File: src/rtl/irqa_pkg.sv
package irqa_pkg;
   typedef enum logic [1:0] {
      ENT_NONE  = 2'd0,
      ENT_RESET = 2'd1,
      ENT_NMI   = 2'd2,
      ENT_LEVEL = 2'd3
   } entry_e;
endpackage

File: src/rtl/irqa_req_track.sv
module irqa_req_track #(
   parameter int LVLW = 3
) (
   input  logic            clk,
   input  logic            rst_n,
   input  logic            rst_req,
   input  logic            nmi_req,
   input  logic [LVLW-1:0] lvl_in,
   input  logic            clr_rst,
   input  logic            clr_nmi,
   output logic            rst_flag,
   output logic            nmi_flag,
   output logic [LVLW-1:0] pend_lvl
);
   localparam logic [LVLW-1:0] LVL_IDLE = '1;

   always_ff @(posedge clk) begin
      if (!rst_n) begin
         rst_flag <= 1'b0;
         nmi_flag <= 1'b0;
         pend_lvl <= LVL_IDLE;
      end else begin
         // a fresh pulse outranks the clear from a taken entry
         rst_flag <= rst_req | (rst_flag & ~clr_rst);
         nmi_flag <= nmi_req | (nmi_flag & ~clr_nmi);
         pend_lvl <= lvl_in;
      end
   end
endmodule

File: src/rtl/irqa_pick.sv
module irqa_pick
   import irqa_pkg::*;
#(
   parameter int SRW    = 16,
   parameter int LVLW   = 3,
   parameter int IE_BIT = 11,
   parameter int LM_LSB = 8
) (
   input  logic            en,
   input  logic            rst_flag,
   input  logic            nmi_flag,
   input  logic [LVLW-1:0] pend_lvl,
   input  logic [SRW-1:0]  sr_cur,
   output entry_e          kind
);
   logic lvl_open;

   always_comb begin
      lvl_open = sr_cur[IE_BIT] && (pend_lvl < sr_cur[LM_LSB +: LVLW]);
      kind     = ENT_NONE;
      if (en) begin
         if (rst_flag)      kind = ENT_RESET;
         else if (nmi_flag) kind = ENT_NMI;
         else if (lvl_open) kind = ENT_LEVEL;
      end
   end
endmodule

File: src/rtl/irqa_vec_regs.sv
module irqa_vec_regs #(
   parameter int          NVEC       = 7,
   parameter int          DW         = 16,
   parameter int          AW         = 7,
   parameter int          SELW       = 3,
   parameter int          STRIDE     = 4,
   parameter int          MEMCTL_OFF = 32,
   parameter int          MODE_OFF   = 64,
   parameter logic [15:0] MEMCTL_RST = 16'h0000,
   parameter logic [15:0] MODE_RST   = 16'h0000
) (
   input  logic            clk,
   input  logic            rst_n,
   input  logic            bus_sel,
   input  logic            bus_wr,
   input  logic            bus_two,
   input  logic [AW-1:0]   bus_addr,
   input  logic [DW-1:0]   bus_wdata,
   output logic [DW-1:0]   bus_rdata,
   input  logic [SELW-1:0] vec_idx,
   output logic [DW-1:0]   vec_out
);
   localparam logic [AW-1:0] MEMCTL_A = AW'(MEMCTL_OFF);
   localparam logic [AW-1:0] MODE_A   = AW'(MODE_OFF);

   logic [NVEC*DW-1:0] vec_all;
   logic [DW-1:0]      memctl_q, mode_q;
   logic               wr_ok;

   assign wr_ok = bus_sel & bus_wr & bus_two;

   for (genvar g = 0; g < NVEC; g++) begin : g_vec
      localparam logic [AW-1:0] MY_A = AW'(g * STRIDE);
      logic [DW-1:0] r_q;
      always_ff @(posedge clk) begin
         if (!rst_n)                         r_q <= '0;
         else if (wr_ok && bus_addr == MY_A) r_q <= bus_wdata;
      end
      assign vec_all[g*DW +: DW] = r_q;
   end

   // read-only control words, restored on reset
   always_ff @(posedge clk) begin
      if (!rst_n) begin
         memctl_q <= DW'(MEMCTL_RST);
         mode_q   <= DW'(MODE_RST);
      end
   end

   always_comb begin
      bus_rdata = '0;
      if (bus_sel && !bus_wr) begin
         for (int i = 0; i < NVEC; i++)
            if (bus_addr == AW'(i * STRIDE)) bus_rdata = vec_all[i*DW +: DW];
         if (bus_addr == MEMCTL_A) bus_rdata = memctl_q;
         if (bus_addr == MODE_A)   bus_rdata = mode_q;
      end
   end

   always_comb begin
      vec_out = '0;
      for (int i = 0; i < NVEC; i++)
         if (vec_idx == SELW'(i)) vec_out = vec_all[i*DW +: DW];
   end
endmodule

File: src/rtl/irq_accept_unit.sv
module irq_accept_unit
   import irqa_pkg::*;
#(
   parameter int          XLEN     = 32,
   parameter int          SRW      = 16,
   parameter int          LVLW     = 3,
   parameter int          NVEC     = 7,
   parameter int          VDW      = 16,
   parameter int          AW       = 7,
   parameter int          IE_BIT   = 11,
   parameter int          LM_LSB   = 8,
   parameter int          STRIDE   = 4,
   parameter int          FRAME    = 8,
   parameter logic [31:0] VEC_BASE = 32'h4000_0000,
   parameter logic [31:0] NMI_PC   = 32'h4000_0008,
   parameter logic [31:0] RESET_PC = 32'h4000_0000
) (
   input  logic            clk,
   input  logic            rst_n,
   input  logic            rst_req,
   input  logic            nmi_req,
   input  logic [LVLW-1:0] lvl_in,
   input  logic            boundary,
   input  logic            redir_done,
   input  logic [XLEN-1:0] pc_cur,
   input  logic [SRW-1:0]  sr_cur,
   input  logic [XLEN-1:0] sp_cur,
   input  logic            bus_sel,
   input  logic            bus_wr,
   input  logic            bus_two,
   input  logic [AW-1:0]   bus_addr,
   input  logic [VDW-1:0]  bus_wdata,
   output logic [VDW-1:0]  bus_rdata,
   output logic            redir_vld,
   output logic [XLEN-1:0] redir_pc,
   output logic [SRW-1:0]  redir_sr,
   output logic [XLEN-1:0] redir_sp,
   output logic            push_vld,
   output logic [XLEN-1:0] push_pc_addr,
   output logic [XLEN-1:0] push_pc_data,
   output logic [XLEN-1:0] push_sr_addr,
   output logic [SRW-1:0]  push_sr_data,
   output logic            ack_vld,
   output logic [LVLW-1:0] ack_lvl
);
   localparam logic [SRW-1:0]  IE_MASK = SRW'(1) << IE_BIT;
   localparam logic [SRW-1:0]  LM_MASK = SRW'((1 << LVLW) - 1) << LM_LSB;
   localparam logic [XLEN-1:0] HALF_FR = XLEN'(FRAME / 2);
   localparam logic [XLEN-1:0] FULL_FR = XLEN'(FRAME);

   if (NVEC != (1 << LVLW) - 1) begin : g_bad_nvec
      $error("NVEC must equal 2**LVLW-1");
   end
   if (LM_LSB + LVLW > SRW) begin : g_bad_lm
      $error("level mask field exceeds status width");
   end
   if (IE_BIT >= LM_LSB && IE_BIT < LM_LSB + LVLW) begin : g_bad_ie
      $error("enable bit overlaps level mask field");
   end
   if (NVEC * STRIDE > 32 || (1 << AW) <= 64) begin : g_bad_map
      $error("register map does not fit the address width");
   end

   logic            busy_q, take;
   logic            rst_flag, nmi_flag;
   logic [LVLW-1:0] pend_lvl;
   logic [VDW-1:0]  vec_sel;
   entry_e          kind;

   assign take = boundary & ~busy_q;

   irqa_req_track #(.LVLW(LVLW)) req_i (
      .clk(clk), .rst_n(rst_n), .rst_req(rst_req), .nmi_req(nmi_req),
      .lvl_in(lvl_in), .clr_rst(kind == ENT_RESET), .clr_nmi(kind == ENT_NMI),
      .rst_flag(rst_flag), .nmi_flag(nmi_flag), .pend_lvl(pend_lvl)
   );

   irqa_pick #(.SRW(SRW), .LVLW(LVLW), .IE_BIT(IE_BIT), .LM_LSB(LM_LSB)) pick_i (
      .en(take), .rst_flag(rst_flag), .nmi_flag(nmi_flag),
      .pend_lvl(pend_lvl), .sr_cur(sr_cur), .kind(kind)
   );

   irqa_vec_regs #(.NVEC(NVEC), .DW(VDW), .AW(AW), .SELW(LVLW), .STRIDE(STRIDE)) regs_i (
      .clk(clk), .rst_n(rst_n), .bus_sel(bus_sel), .bus_wr(bus_wr),
      .bus_two(bus_two), .bus_addr(bus_addr), .bus_wdata(bus_wdata),
      .bus_rdata(bus_rdata), .vec_idx(pend_lvl), .vec_out(vec_sel)
   );

   always_ff @(posedge clk) begin
      if (!rst_n) begin
         busy_q       <= 1'b0;
         redir_vld    <= 1'b0;
         push_vld     <= 1'b0;
         ack_vld      <= 1'b0;
         redir_pc     <= '0;
         redir_sr     <= '0;
         redir_sp     <= '0;
         push_pc_addr <= '0;
         push_pc_data <= '0;
         push_sr_addr <= '0;
         push_sr_data <= '0;
         ack_lvl      <= '1;
      end else begin
         redir_vld <= 1'b0;
         push_vld  <= 1'b0;
         ack_vld   <= 1'b0;
         if (kind != ENT_NONE)   busy_q <= 1'b1;
         else if (redir_done)    busy_q <= 1'b0;
         if (kind == ENT_NMI || kind == ENT_LEVEL) begin
            push_vld     <= 1'b1;
            redir_sp     <= sp_cur - FULL_FR;
            push_pc_addr <= sp_cur - HALF_FR;
            push_pc_data <= pc_cur;
            push_sr_addr <= sp_cur - FULL_FR;
            push_sr_data <= sr_cur;
         end
         case (kind)
            ENT_RESET: begin
               redir_vld <= 1'b1;
               redir_pc  <= XLEN'(RESET_PC);
               redir_sr  <= '0;
               redir_sp  <= sp_cur;
            end
            ENT_NMI: begin
               redir_vld <= 1'b1;
               redir_pc  <= XLEN'(NMI_PC);
               redir_sr  <= sr_cur & ~IE_MASK;
            end
            ENT_LEVEL: begin
               redir_vld <= 1'b1;
               redir_pc  <= XLEN'(VEC_BASE) + XLEN'(vec_sel);
               redir_sr  <= (sr_cur & ~IE_MASK & ~LM_MASK)
                            | (SRW'(pend_lvl) << LM_LSB);
               ack_vld   <= 1'b1;
               ack_lvl   <= pend_lvl;
            end
            default: ;
         endcase
      end
   end
endmodule

File: config.mk
export PLATFORM = sky130hd
export DESIGN_NAME = irq_accept_unit
export DESIGN_NICKNAME = d
export VERILOG_FILES = /design/src/rtl/irqa_pkg.sv /design/src/rtl/irqa_req_track.sv /design/src/rtl/irqa_pick.sv /design/src/rtl/irqa_vec_regs.sv /design/src/rtl/irq_accept_unit.sv
export SDC_FILE = /design/constraint.sdc
export NUM_CORES = 1
export LEC_CHECK = 0
export BUFFER_PORTS_ARGS = -buffer_cell sky130_fd_sc_hd__buf_4
export CAP_MARGIN = 30
export CELL_PAD_IN_SITES_DETAIL_PLACEMENT = 1
export CELL_PAD_IN_SITES_GLOBAL_PLACEMENT = 1
export CORE_AREA = 5 5 197 199
export DETAILED_ROUTE_END_ITERATION = 10
export DIE_AREA = 0 0 202 204
export GPL_ROUTABILITY_DRIVEN = 1
export HOLD_SLACK_MARGIN = 0.15
export PLACE_DENSITY_LB_ADDON = 0.2
export SLEW_MARGIN = 20
export SYNTH_ARGS = -nofsm -noshare
export SYNTH_HDL_FRONTEND = slang
export SYNTH_HIERARCHICAL = 1
export SYNTH_SLANG_ARGS = --single-unit
File: constraint.sdc
create_clock -name clk -period 6.7 [get_ports clk]
set_clock_uncertainty 0.15 [all_clocks]
set_input_delay 0.335 -clock clk [delete_from_list [all_inputs] [get_ports clk]]
set_output_delay 0.335 -clock clk [all_outputs]
set_load 0.02 [all_outputs]
==> impl_metrics.tcl, run 1 <==
set metrics [dict create \
    status "completed" \
    drt-vias-per-instance 5.87 \
    place.gp.congestion 0.831 \
    finalCritPeriodShare_pct 63.8 \
    drtAntennaViolNets 0 \
    grt_pass1_wl_um 89000 \
    fin_ws_ns 2.43 \
    drv_cap 0 \
    p_leak_nw 7.65 \
    mostFrequentLayoutCell "buf_4" \
    cts_max_path_buffers 3 \
    worst_slew_margin_rel_pct 26.7 \
    path_cells "buf_4 > ha_1 > nand2_1 > o2111ai_1 > a21oi_4 > buf_12 > nor2_4 > buf_4 > a32oi_1 > o22ai_1 > dlygate4sd3_1" \
    drive_above_1_share_pct 23.0 \
    grt_overflow 0 \
    drv_slew 0 \
    die_h_um 204 \
    die_x_um 202 \
    avgSynthCellArea_um2 8.77 \
    crit_type "reg -> reg" \
    end_kind "register" \
    yosysTopAreaCellShare_pct 41.0 \
    grt.total_usage_pct 26.9 \
    areaGrowthSynthToFinish_pct 31.8 \
    num_rows 71 \
    routed_wl_um 58400 \
    worst_path_most_repeated_cell "buf_4" \
    antenna_found_initial 0 \
    synth_compound_area_share_pct 18.0 \
    grt_max_degree 196 \
    synthMuxAreaShare_pct 12.2 \
    synth_edf_count 0 \
    drt-wirelength-per-cell_um 23.7 \
    finalSetupViolCount 0 \
    ys_seq_elements 298 \
    worstReg2RegEnd "redir_sp[13]" \
    hold_viol 0 \
    dr.pass1.iters 5 \
    synth_xor_xnor_area_share_pct 2.53 \
    synth_cell_types 69 \
    reg2reg_from "req_i/pend_lvl[1]" \
    final.setup.tns_ns 0 \
    coreArea_um2 37000 \
    n_antenna_cell 0 \
    drtIter0Drc 963 \
    cp.arrival_ns 4.54 \
    dr_total_vias 14500 \
    min_from "rst_n" \
    max-vdd-ir-drop_mv 0.186 \
    min_period_ns 4.27 \
    critPathRequiredTime_ns 6.97 \
    io_buffers 312 \
    cts_root_buffer "clkbuf_16" \
    powerDensity_nw_per_um2 236 \
    clkLatencyLatePin_ns 0.56 \
    worst_pin_slew_ns 1.10 \
    finalPower_mw 4.53 \
    yosys.area_share.simple_pct 19.6 \
    die_area_um2 41200 \
    start_util_pct 39.3 \
    cts_setup_buffers 0 \
    synth_ff_type "dfxtp_1" \
    ys_top_cells_by_area "dfxtp_1 41%, mux2i_1 9.2%, a21oi_1 4.8%, nand2_1 4.6%, clkbuf_1 3.4%" \
    ys_warn_count 6 \
    cts-htree-levels 2 \
    fin_nets 2087 \
    rsz0062_at_grt "no" \
    io_pins 329 \
    place_hpwl_um 37100 \
    hold_path.class "in -> reg" \
    clkTransAtPathRegs_ns 0.06 \
    instances_no_fill 2464 \
    synth_cells 1660 \
    regToRegSetupSlack_ns 2.43 \
    cts_num_sinks 298 \
    fmax_mhz 234 \
    synth_top_family_by_area "simple AND/OR/NAND/NOR gates" \
    whs_path_depth 3 \
    layout_common_cells "330 x buf_4, 296 x dfxtp_1, 178 x nand2_1" \
    cp_max_fo 195 \
    worst-r2r-cell-count 11 \
    syn_area_um2 14600 \
    synth.largest_area_cell "dfxtp_1" \
    first_global_vias 14800 \
    dp_slack_ns 2.83 \
    synthAdderAreaFrac_pct 0.344 \
    cts_buffers 36 \
    cp-start-kind "register" \
    yosysSeqAreaShare_pct 41.0 \
    whs_endpoint "push_pc_addr[26]" \
    cts_tree "done" \
    synthArstFlopShare_pct 0 \
    max_stage_delay_ns 0.69 \
    dp_cells 2297 \
    slowest_stage "buf_12" \
    drc_errors 0 \
]
## where the power goes
group | switching (mW) | internal (mW) | total (mW) | leakage (nW)
combinational | 0.466 | 0.306 | 0.771 | 4.70
clock | 0.779 | 1.09 | 1.87 | 0.532
sequential | 0.0470 | 1.85 | 1.89 | 2.42
## state kept, by name, indices dropped and copies added (netlist names)
name / flops
redir_vld: 1
req_i/nmi_flag: 1
regs_i/g_vec.r_q: 112
push_vld: 1
redir_pc: 17
req_i/pend_lvl: 3
push_pc_addr: 32
ack_vld: 1
push_sr_addr: 30
redir_sr: 15
redir_sp: 32
push_sr_data: 16
req_i/rst_flag: 1
busy_q: 1
push_pc_data: 32
ack_lvl: 3
## Yosys cell counts, types with 11 or more instances
cell,instances
mux2i_1,134
a22oi_1,28
nor4_1,11
o22ai_1,27
nor4bb_1,16
buf_1,16
dfxtp_1,298
nand4_1,39
nand3b_1,14
buf_2,15
a2111oi_0,15
o221ai_1,25
nand2b_1,48
nand2_1,178
a221oi_1,17
a211oi_1,15
mux2_2,35
clkbuf_1,131
xnor2_1,35
o31ai_1,34
buf_4,20
nand3_1,12
o21ai_0,52
nor3_1,40
a21oi_1,140
inv_1,18
nor2_1,109
and4b_1,16
## kinds of logic (layout without fill, tap and decap cells)
kind of cell,Yosys count,in the layout
compound gates,401,401
xor+xnor,42,42
fa+ha+maj,4,4
buf+inv,207,522
flops,298,298
mux,171,171
other cells,1,16
simple gates,536,536
## what timing repair did
item                                   4_1_cts  5_1_grt
hold buffers                               104        0
endpoints found under the hold margin      269        0
gates resized for setup                      0        0
## worst max path at each step
| stage | end | startpoint | cells past startpoint | slack [ns] |
|---|---|---|---|---|
| after CTS | redir_sp[13] | req_i/pend_lvl[1] | 11 | 2.41 |
| final | redir_sp[13] | req_i/pend_lvl[1] | 11 | 2.43 |
| after detailed placement | redir_sp[11] | req_i/pend_lvl[1] | 10 | 2.83 |
| after global routing | redir_sp[13] | req_i/pend_lvl[1] | 11 | 2.15 |
| after floorplan | push_sr_data[14] | sr_cur[10] | 11 | 4.17 |
| after global placement | redir_sp[11] | req_i/pend_lvl[1] | 10 | 2.87 |
## worst max-delay path, delay by kind of cell, from the launching register on
family                     cells  cell delay, ns
buffers and inverters          4            2.15
AOI/OAI and AO/OA              4            0.87
adders and majority gates      1            0.36
DFF                            1            0.31
and+or+nand+nor                2            0.28
## per-layer routing
metal | vias up | GRT usage [%] | routed length [µm]
li1 | 6603 | - | -
met1 | 7184 | 34.1 | 23900
met2 | 553 | 46.5 | 28800
met3 | 125 | 4.01 | 3490
met4 | 0 | 9.96 | 2150
met5 | - | 0 | 0
## stage by stage
stage	cell area (µm²)	util, %	hold WS (ns)
after floorplan	14600	-	0.258
after global placement	16900	45.7	0.283
after detailed placement	17000	45.9	0.298
after CTS	19100	51.6	0.214
after global routing	19200	51.8	0.256
final	19200	51.8	0.252
## layout make-up
cell class,instances,area (µm²)
Tap cell,474,593
Inverter,19,73.8
Fill cell,4247,17900
Clock buffer,53,1020
Multi-Input combinational cell,1170,7810
Sequential cell,298,5970
Timing Repair Buffer,443,3670
Clock inverter,7,67.6
No activity file was read; power rests on OpenSTA's default activity.
==> inputs of run 2 (changes only) <==
clock period = 4.2 ns   (was 6.7 ns; I/O delays follow)
==> run 2 against run 1 <==
  * Die area stayed put
  * Final area up 0.92%
  * Count of clock-buffer cells in the layout fell by 1
  * Critical endpoint is now push_pc_addr[21]
  * Via count grew 0.91%
==> impl_metrics.tcl, run 2 (synthesis gave the netlist of run 1 again) <==
set metrics [dict create \
    status "completed" \
    swShare_pct 28.1 \
    finalPower_mw 7.26 \
    die_h_um 204 \
    finalSetupViolCount 0 \
    areaGrowthSynthToFinish_pct 33.0 \
    dr.pass1.iters 5 \
    hold_viol 0 \
    power.internal_mw 5.22 \
    start_util_pct 39.3 \
    worst_slew_margin_rel_pct 34.5 \
    drc_errors 0 \
    dr_total_vias 14600 \
    fin_ws_ns 0.757 \
    final.setup.tns_ns 0 \
    cp-start-kind "primary input" \
    drtIter0Drc 933 \
    n_antenna_cell 0 \
    routed_wl_um 58400 \
    reg2reg_from "req_i/pend_lvl[2]" \
    ctsResizeCount 0 \
    cts_tree "done" \
    cts_root_buffer "clkbuf_16" \
    drt-wirelength-per-cell_um 23.5 \
    routed-wl-met3_um 3490 \
    clkLatencyLatePin_ns 0.52 \
    drt-vias-per-instance 5.88 \
    drv_cap 0 \
    cts-htree-levels 2 \
    fin_nets 2108 \
    p_switching_mw 2.04 \
    cp.arrival_ns 3.68 \
    drtAntennaViolNets 0 \
    finalCritPeriodShare_pct 82.0 \
    rsz0062_at_grt "no" \
    mostFrequentLayoutCell "buf_4" \
    top_register "regs_i/g_vec.r_q" \
    met1_length_um 23900 \
    powerDensity_nw_per_um2 375 \
    grt.total_usage_pct 26.9 \
    num_rows 71 \
    grt_max_degree 105 \
    layout_common_cells "345 x buf_4, 296 x dfxtp_1, 178 x nand2_1" \
    dp_slack_ns 1.15 \
    crit_type "in -> reg" \
    worst_pin_slew_ns 0.982 \
    die_area_um2 41200 \
    p_comb_share_pct 17.3 \
    drive_above_1_share_pct 23.5 \
    end_kind "register" \
    clkTransAtPathRegs_ns 0.06 \
    crit_start "sp_cur[3]" \
    cts_num_sinks 298 \
    io_buffers 312 \
    largest_reg_flops 112 \
    io_pins 329 \
    first_global_vias 15000 \
    grt_pass1_wl_um 89000 \
    drv_slew 0 \
    critPathRequiredTime_ns 4.44 \
    cp_max_fo 17 \
    cts_buffers 36 \
    antenna_found_initial 0 \
    hold_path.class "in -> reg" \
    dr.max_layer_used "met4" \
    coreArea_um2 37000 \
    grt_overflow 0 \
    clock_power_share_pct 41.1 \
    max-vdd-ir-drop_mv 0.243 \
    die_x_um 202 \
    fmax_mhz 290 \
    cts_max_path_buffers 3 \
    place_hpwl_um 38100 \
    p_seq_share_pct 41.6 \
    min_period_ns 3.44 \
    min_from "bus_addr[1]" \
    met2_length_um 28900 \
    place.gp.congestion 0.861 \
    p_leak_nw 7.74 \
]
-- run 2: cell count changes in the layout (fill, tap and decap cells not counted), sizes merged --
cell / change
bufinv: +1
dlygate4sd3: +7
buf: +14
clkbuf: -1
inv: -2
clkinvlp: +1
-- run 2: worst max-delay path, stage by stage --
cell           delay (ns)
dlygate4sd3_1        0.54
buf_4                0.18
inv_1                0.22
ha_1                 0.35
nor4b_2              0.26
buf_4                0.21
nand4_2              0.45
nor4_1               0.44
xnor2_1              0.16
dlygate4sd3_1        0.58
a21oi_1              0.07
-- run 2: layout make-up --
class,instances,area [µm²]
flip-flops and latches,298,5970
fillers,4258,17700
multi-input cells,1170,7800
inverters,19,73.8
repair buffers,464,3840
clock inverters,7,87.6
clock buffers,52,1000
well taps,474,593
-- run 2: worst paths after layout --
check                                               to  slack, ns  cells past startpoint
worst min-delay path            regs_i/g_vec[4].r_q[1]       0.19                      5
worst min register to register        push_sr_addr[24]       0.30                      2
worst max-delay path                  push_pc_addr[21]       0.76                     11
worst max register to register            redir_sp[13]       0.87                      9
-- run 2: stage by stage --
| step | cells | hold slack [ns] | cell area (µm²) | utilization, % |
|---|---|---|---|---|
| after floorplan | 1675 | 0.133 | 14600 | - |
| after global placement | 2308 | 0.247 | 17100 | 46.1 |
| after detailed placement | 2311 | 0.252 | 17100 | 46.2 |
| after CTS | 2481 | 0.156 | 19300 | 52.2 |
| after global routing | 2484 | 0.170 | 19400 | 52.3 |
| final | 2484 | 0.192 | 19400 | 52.3 |
-- run 2: timing repair --
| action | in CTS | in global routing |
|---|---|---|
| setup buffers | 0 | 0 |
| hold endpoints to repair | 275 | 0 |
| hold buffers | 111 | 0 |
-- run 2: power by group through the flow --
| stage | sequential [mW] | combinational [mW] | clock, mW |
|---|---|---|---|
| floorplan | 3.20 | 0.519 | 0 |
| global placement | 3.07 | 1.11 | 0 |
| detailed placement | 3.08 | 1.14 | 0 |
| CTS | 3.02 | 1.24 | 3.06 |
| global route | 3.03 | 1.33 | 3.18 |
| finish | 3.02 | 1.25 | 2.98 |
-- run 2: metal layers --
layer	global-route usage [%]	vias up
li1	-	6643
met1	33.4	7224
met2	47.7	590
met3	3.71	140
met4	9.89	0
met5	0	-
